## src/rtl/acc_cpu_pkg.sv

```systemverilog
// Package: shared encodings for the accumulator core.
// Assumes a 4-bit operation code in the top bits of each instruction word.
package acc_cpu_pkg;

    localparam logic [3:0] OP_SYS = 4'h0;
    localparam logic [3:0] OP_LDI = 4'h1;
    localparam logic [3:0] OP_LD  = 4'h2;
    localparam logic [3:0] OP_LDN = 4'h3;
    localparam logic [3:0] OP_ST  = 4'h4;
    localparam logic [3:0] OP_STN = 4'h5;
    localparam logic [3:0] OP_JMP = 4'h6;
    localparam logic [3:0] OP_JZ  = 4'h7;
    localparam logic [3:0] OP_JP  = 4'h8;
    localparam logic [3:0] OP_JN  = 4'h9;
    localparam logic [3:0] OP_ADD = 4'hA;

    typedef enum logic [1:0] {ST_FETCH, ST_EXEC, ST_IND, ST_HALT} state_e;

    typedef enum logic [2:0] {ACC_HOLD, ACC_NEG, ACC_IMM, ACC_MEM, ACC_ADD} acc_op_e;

    typedef enum logic [1:0] {ADR_PC, ADR_IR, ADR_IAR} adr_src_e;

    typedef struct packed {
        logic     ir_ld;
        logic     pc_inc;
        logic     pc_ld;
        logic     iar_ld;
        acc_op_e  acc_op;
        adr_src_e adr_src;
        logic     mem_en;
        logic     mem_we;
    } ctl_t;

endpackage

```

## src/rtl/acc_cpu_ctrl.sv

```systemverilog
// Module: control state machine. Sequences fetch, execute and the extra
// pointer cycle, and decodes the operation into datapath controls.
// Assumes opcode and operand come from the registered instruction word.
module acc_cpu_ctrl
    import acc_cpu_pkg::*;
#(
    parameter int ARG_W = 12
) (
    input  logic             clk,
    input  logic             rst_n,
    input  logic [3:0]       opcode,
    input  logic [ARG_W-1:0] arg,
    input  logic             acc_zero,
    input  logic             acc_neg,
    output ctl_t             ctl,
    output state_e           state,
    output logic             halted
);

    state_e nxt;

    // State register with synchronous active-low reset.
    always_ff @(posedge clk) begin
        if (!rst_n) state <= ST_FETCH;
        else        state <= nxt;
    end

    // Next state and control decode.
    always_comb begin
        ctl = '0;
        ctl.acc_op  = ACC_HOLD;
        ctl.adr_src = ADR_PC;
        nxt = state;
        case (state)
            ST_FETCH: begin
                ctl.mem_en = 1'b1;
                ctl.ir_ld  = 1'b1;
                ctl.pc_inc = 1'b1;
                nxt        = ST_EXEC;
            end
            ST_EXEC: begin
                nxt         = ST_FETCH;
                ctl.adr_src = ADR_IR;
                case (opcode)
                    OP_SYS: begin
                        if (arg == '0)                nxt = ST_HALT;
                        else if (arg == ARG_W'(1))    ctl.acc_op = ACC_NEG;
                    end
                    OP_LDI: ctl.acc_op = ACC_IMM;
                    OP_LD: begin
                        ctl.mem_en = 1'b1;
                        ctl.acc_op = ACC_MEM;
                    end
                    OP_LDN, OP_STN: begin
                        ctl.mem_en = 1'b1;
                        ctl.iar_ld = 1'b1;
                        nxt        = ST_IND;
                    end
                    OP_ST: begin
                        ctl.mem_en = 1'b1;
                        ctl.mem_we = 1'b1;
                    end
                    OP_JMP: ctl.pc_ld = 1'b1;
                    OP_JZ:  ctl.pc_ld = acc_zero;
                    OP_JP:  ctl.pc_ld = !acc_zero && !acc_neg;
                    OP_JN:  ctl.pc_ld = acc_neg;
                    OP_ADD: begin
                        ctl.mem_en = 1'b1;
                        ctl.acc_op = ACC_ADD;
                    end
                    default: ;
                endcase
            end
            ST_IND: begin
                nxt         = ST_FETCH;
                ctl.adr_src = ADR_IAR;
                ctl.mem_en  = 1'b1;
                if (opcode == OP_LDN) ctl.acc_op = ACC_MEM;
                else                  ctl.mem_we = 1'b1;
            end
            default: nxt = ST_HALT;
        endcase
    end

    assign halted = (state == ST_HALT);

endmodule

```

## src/rtl/acc_cpu_alu.sv

```systemverilog
// Module: accumulator next-value logic.
// Assumes memory data is valid whenever a memory operation is selected.
module acc_cpu_alu
    import acc_cpu_pkg::*;
#(
    parameter int DATA_W = 16,
    parameter int ARG_W  = 12
) (
    input  acc_op_e           op,
    input  logic [DATA_W-1:0] acc,
    input  logic [ARG_W-1:0]  imm,
    input  logic [DATA_W-1:0] mdata,
    output logic [DATA_W-1:0] nxt
);

    // Select the new accumulator value.
    always_comb begin
        case (op)
            ACC_NEG: nxt = -acc;
            ACC_IMM: nxt = DATA_W'(imm);
            ACC_MEM: nxt = mdata;
            ACC_ADD: nxt = acc + mdata;
            default: nxt = acc;
        endcase
    end

endmodule

```

## src/rtl/acc_cpu_dp.sv

```systemverilog
// Module: datapath registers (program counter, instruction, pointer,
// accumulator) and the address multiplexer.
// Assumes control arrives from acc_cpu_ctrl in the same cycle.
module acc_cpu_dp
    import acc_cpu_pkg::*;
#(
    parameter int DATA_W = 16,
    parameter int OPC_W  = 4
) (
    input  logic              clk,
    input  logic              rst_n,
    input  ctl_t              ctl,
    input  logic [DATA_W-1:0] mem_rdata,
    output logic [DATA_W-1:0] mem_addr,
    output logic [DATA_W-1:0] mem_wdata,
    output logic [3:0]        opcode,
    output logic [DATA_W-OPC_W-1:0] arg,
    output logic              acc_zero,
    output logic              acc_neg
);

    localparam int ARG_W = DATA_W - OPC_W;

    logic [ARG_W-1:0]  pc, iar, adr;
    logic [DATA_W-1:0] ir, acc, acc_nxt;

    acc_cpu_alu #(.DATA_W(DATA_W), .ARG_W(ARG_W)) u_alu (
        .op    (ctl.acc_op),
        .acc   (acc),
        .imm   (arg),
        .mdata (mem_rdata),
        .nxt   (acc_nxt)
    );

    // Program counter: jump target has priority over increment.
    always_ff @(posedge clk) begin
        if (!rst_n)          pc <= '0;
        else if (ctl.pc_ld)  pc <= arg;
        else if (ctl.pc_inc) pc <= pc + 1'b1;
    end

    // Instruction, pointer and accumulator registers.
    always_ff @(posedge clk) begin
        if (!rst_n) begin
            ir  <= '0;
            iar <= '0;
            acc <= '0;
        end else begin
            if (ctl.ir_ld)  ir  <= mem_rdata;
            if (ctl.iar_ld) iar <= mem_rdata[ARG_W-1:0];
            acc <= acc_nxt;
        end
    end

    // Address source selection.
    always_comb begin
        case (ctl.adr_src)
            ADR_IR:  adr = arg;
            ADR_IAR: adr = iar;
            default: adr = pc;
        endcase
    end

    assign opcode    = ir[DATA_W-1 -: 4];
    assign arg       = ir[ARG_W-1:0];
    assign mem_addr  = DATA_W'(adr);
    assign mem_wdata = acc;
    assign acc_zero  = (acc == '0);
    assign acc_neg   = acc[DATA_W-1];

endmodule

```

## src/rtl/acc_cpu.sv

```systemverilog
// Module: top of the accumulator core; joins control and datapath.
// Assumes a memory that returns read data in the cycle of the request.
module acc_cpu
    import acc_cpu_pkg::*;
#(
    parameter int DATA_W = 16,
    parameter int OPC_W  = 4
) (
    input  logic              clk,
    input  logic              rst_n,
    output logic              mem_en,
    output logic              mem_we,
    output logic [DATA_W-1:0] mem_addr,
    output logic [DATA_W-1:0] mem_wdata,
    input  logic [DATA_W-1:0] mem_rdata,
    output logic              halted
);

    localparam int ARG_W = DATA_W - OPC_W;

    ctl_t             ctl;
    state_e           state;
    logic [3:0]       opcode;
    logic [ARG_W-1:0] arg;
    logic             acc_zero, acc_neg;
    logic             fetch;

    acc_cpu_ctrl #(.ARG_W(ARG_W)) u_ctrl (
        .clk      (clk),
        .rst_n    (rst_n),
        .opcode   (opcode),
        .arg      (arg),
        .acc_zero (acc_zero),
        .acc_neg  (acc_neg),
        .ctl      (ctl),
        .state    (state),
        .halted   (halted)
    );

    acc_cpu_dp #(.DATA_W(DATA_W), .OPC_W(OPC_W)) u_dp (
        .clk       (clk),
        .rst_n     (rst_n),
        .ctl       (ctl),
        .mem_rdata (mem_rdata),
        .mem_addr  (mem_addr),
        .mem_wdata (mem_wdata),
        .opcode    (opcode),
        .arg       (arg),
        .acc_zero  (acc_zero),
        .acc_neg   (acc_neg)
    );

    assign mem_en = ctl.mem_en;
    assign mem_we = ctl.mem_we;
    assign fetch  = (state == ST_FETCH);

endmodule

```

## config.mk

```make
export PLATFORM = sky130hd
export DESIGN_NAME = acc_cpu
export DESIGN_NICKNAME = d
export VERILOG_FILES = /design/src/rtl/acc_cpu_pkg.sv /design/src/rtl/acc_cpu_ctrl.sv /design/src/rtl/acc_cpu_alu.sv /design/src/rtl/acc_cpu_dp.sv /design/src/rtl/acc_cpu.sv
export SDC_FILE = /design/constraint.sdc
export NUM_CORES = 1
export LEC_CHECK = 0
export BUFFER_PORTS_ARGS = -buffer_cell sky130_fd_sc_hd__buf_4
export CAP_MARGIN = 20
export CORE_ASPECT_RATIO = 0.6
export CORE_MARGIN = 2
export CORE_UTILIZATION = 59
export CTS_CLUSTER_DIAMETER = 200
export DETAILED_ROUTE_END_ITERATION = 16
export GPL_TIMING_DRIVEN = 1
export MAX_ROUTING_LAYER = met4
export PLACE_DENSITY_LB_ADDON = 0.25
export SLEW_MARGIN = 25
export SYNTH_ARGS = -nofsm -noshare
export SYNTH_HDL_FRONTEND = slang
export SYNTH_SLANG_ARGS = --single-unit
```

## constraint.sdc

```tcl
create_clock -name clk -period 4 [get_ports clk]
set_clock_uncertainty 0.1 [all_clocks]
set_input_delay 1.2 -clock clk [delete_from_list [all_inputs] [get_ports clk]]
set_output_delay 1.2 -clock clk [all_outputs]
set_load 0.005 [all_outputs]
```

==> parameters.txt <==
Parameter                              Value

Outcome
  Result of the run ... finished, final reports clean

Floorplanning
  # rows ... 23
  Area of the placeable core ... 6820 um^2
  Initial standard-cell utilization of the core ... 0.621
  Die W ... 113 um
  Die height ... 69.6 um
  Area of the die ... 7890 um^2
  Number of primary I/O pins ... 53

Min path
  Number of stages on the worst hold path ... 2
  Hold path start ... u_dp.iar[7]
  Worst hold path type ... reg -> reg

Yosys
  Synth Area in XOR/XNOR ... 0.0621
  Share of cell area taken by muxes after synthesis ... 0.104
  Synthesized instance count ... 516
  Leading register cell type out of synthesis ... sky130_fd_sc_hd__dfxtp_1
  Post-Syn Area ... 4230 um^2
  Synthesized-area fraction occupied by and/or/nand/nor cells ... 0.196
  Largest family of logic cells by synthesized area ... compound AO/OA/AOI/OAI gates
  Share of the yosys chip area belonging to registers ... 0.274
  EDFF count, synth ... 0
  Synth Area in Adders ... 0.0727
  Register bit total from synthesis ... 58
  Post-synthesis compound-gate area fraction ... 0.242
  Post-synthesis async set-or-reset flop share ... 0
  Synthesis warning total ... 0
  Synth cell types ... 66
  Average size of a mapped cell ... 8.21 um^2

GRT
  Antenna violations before repair ... 0
  Global-route wire length before repair ... between 15000 and 20000 um
  All-layer global routing usage ... 0.326
  Pin count of the biggest net entering global routing ... 44
  GRT overflow ... 0
  Via count of the first global-routing pass ... 3884

Critical path
  CP max FO ... 4
  Type of the setup path with the least slack ... in -> reg
  Kind of start point of the critical path ... input pin
  Crit path capture type ... flop
  Data arrival time of the critical path ... 3.85 ns
  R2R Path Start ... u_dp.ir[1]
  CP Data Required Time ... 4.10 ns
  Worst Reg-to-Reg Cells ... 7
  Launch point of the critical path ... mem_rdata[0]

Route
  Detailed router's first-iteration violation count ... 534
  Drt drc ... 0
  Antenna violation net count after detailed routing ... 0
  Via count normalized by instance count ... around 6.6
  Via count ... 4224
  Average wire length per cell after detail routing ... 19.3 um
  Overall routed net length ... 12400 um
  First drt pass iteration count ... 5

Placement
  Count of buffers inserted at the top-level ports ... 48
  Last weighted congestion value of the routability-driven placer ... 0.942
  Placed wire-length estimate after detailed placement ... 8910 um

Power and ir drop
  Share of total power in combinational logic ... 0.208
  Fraction of power consumed by the clock network ... 0.444
  Worst IR Drop VDD ... 0.275 mV
  Proportion of power drawn by flip-flops and latches ... 0.348
  Sw Ratio ... 0.289
  Power per Cell Area ... 384 nW/um^2
  Internal Power ... 1.35 mW
  P_leak ... ~2.1 nW
  Switching power of the nets ... 0.548 mW

Clocking
  Maximum clock insertion buffer count ... 2
  Clock insertion delay at the later pin of the skew report ... 0.34 ns
  H-tree lvl count ... 3
  CTS tree ... yes
  CTS sink count ... between 50 and 60
  Total clock buffers created by CTS ... 9
  Clock transition at the registers of the reported paths ... 0.05 ns
  Number of buffers added for setup after CTS ... 0
  Clock root buffer ... sky130_fd_sc_hd__clkbuf_16

STA
  Relative slew slack ... 0.442
  Aggregate negative setup slack ... 0 ns
  Slew at the pin with the worst max-slew slack ... 0.837 ns
  Maximum achievable frequency ... 267 MHz
  Setup-failing EPs final ... 0
  Final hold slack ... 0.400 ns
  Final Max Tran Viols ... 0
  Setup repair after global routing missed its margin ... no
  Shortest clock period the worst path allows after layout ... 3.74 ns
  Count of endpoints failing hold in the final timing report ... 0
  Final cycle utilization of the critical path ... 0.935

Final layout
  Most common cell after layout, fill and taps aside ... sky130_fd_sc_hd__nor2_1
  Diode count ... 0
  Fill cell count ... between 500 and 600
  Number of nets at the end of the flow ... between 500 and 600
  Multi-input gate area ... 2900 um^2
  Fraction of layout instances using a drive strength above 1 ... 0.184
  Area Growth Syn to Fin ... 16.4%
  Area taken by flip-flops and latches ... 1160 um^2
  Most used cells in the layout excluding fill and tap cells ... sky130_fd_sc_hd__nor2_1, sky130_fd_sc_hd__dfxtp_1, sky130_fd_sc_hd__buf_4

Job
  MaxCap Viol Count ... 0
[final cells by class]
type	count	share of cell area
multi-input cells	417	0.587
flip-flops and latches	58	0.236
repair buffers	55	0.0838
clock buffers	11	0.0493
well taps	87	0.0221
clock inverters	5	0.0157
inverters	8	0.00609
[cells by family (layout without fill, tap and decap cells)]
family,Yosys count,in the layout
XOR/XNOR,30,30
flip-flops,58,58
other,1,4
AND/OR/NAND/NOR,170,170
buffers and inverters,44,79
multiplexers,43,43
adder cells (fa/ha/maj),24,24
AO/OA/AOI/OAI,146,146
[critical path, cell delays in order]
cell	delay [ns]
sky130_fd_sc_hd__buf_4	0.12
sky130_fd_sc_hd__ha_1	0.22
sky130_fd_sc_hd__fa_1	0.40
sky130_fd_sc_hd__a21oi_1	0.24
sky130_fd_sc_hd__o211ai_1	0.19
sky130_fd_sc_hd__a2111oi_2	0.43
sky130_fd_sc_hd__buf_4	0.19
sky130_fd_sc_hd__nor2_1	0.05
sky130_fd_sc_hd__a31o_2	0.25
sky130_fd_sc_hd__xnor2_1	0.12
sky130_fd_sc_hd__a2111oi_0	0.43
[sequential cells by signal (all words and copies together), names as in the netlist, named ones only]
name,count
u_dp.iar,12
u_ctrl.state,2
u_dp.mem_wdata,15
u_dp.pc,12
u_dp.ir,16
[timing repair]
item / 4_1_cts / 5_1_grt
endpoints found under the setup margin: 0 / 1
resized for setup: 0 / 2
hold buffers: 0 / 0
[synthesized netlist by cell type (7+ instances only)]
cell type	count	area (um^2)
sky130_fd_sc_hd__nor2_1	83	312
sky130_fd_sc_hd__dfxtp_1	58	1160
sky130_fd_sc_hd__a21oi_1	42	210
sky130_fd_sc_hd__mux2i_1	36	360
sky130_fd_sc_hd__nand2_1	27	101
sky130_fd_sc_hd__clkbuf_1	23	86.3
sky130_fd_sc_hd__ha_1	23	288
sky130_fd_sc_hd__o21ai_0	20	100
sky130_fd_sc_hd__a22oi_1	17	128
sky130_fd_sc_hd__xnor2_1	16	140
sky130_fd_sc_hd__xor2_1	14	123
sky130_fd_sc_hd__a211oi_2	12	150
sky130_fd_sc_hd__inv_1	8	30.0
sky130_fd_sc_hd__mux2_2	7	78.8
sky130_fd_sc_hd__nor3_1	7	35.0
[power groups by stage]
stage	registers [mW]	clock network, mW	logic (mW)
floorplan	0.648	0	0.275
global placement	0.666	0	0.367
detailed placement	0.669	0	0.382
CTS	0.657	0.842	0.385
global route	0.664	0.869	0.428
finish	0.659	0.841	0.393
[path summary, 6_finish.rpt]
check / end / slack, ns
setup / recovery: u_dp.mem_wdata[12] / 0.26
hold / removal: u_dp.iar[7] / 0.40
setup reg to reg: u_dp.mem_wdata[10] / 0.86
hold reg to reg: u_dp.iar[7] / 0.40
[per-stage QoR]
stage	instances	total power, mW	setup WS, ns	area, um^2	util
6_report	641	1.89	0.260	4930	0.723
3_3_place_gp	625	1.03	-0.0679	4590	0.674
2_1_floorplan	519	0.923	0.374	4250	-
4_1_cts	641	1.88	0.145	4920	0.722
5_1_grt	641	1.96	0.0363	4930	0.723
3_5_place_dp	625	1.05	-0.186	4600	0.675
[metal layers]
layer,up-vias,global-route usage,share of wire
li1,1956,-,-
met1,2015,0.444,0.45
met2,221,0.474,0.43
met3,32,0.0935,0.10
met4,0,0.0854,0.020
met5,-,-,0
Power figures use the tool's default switching activity.
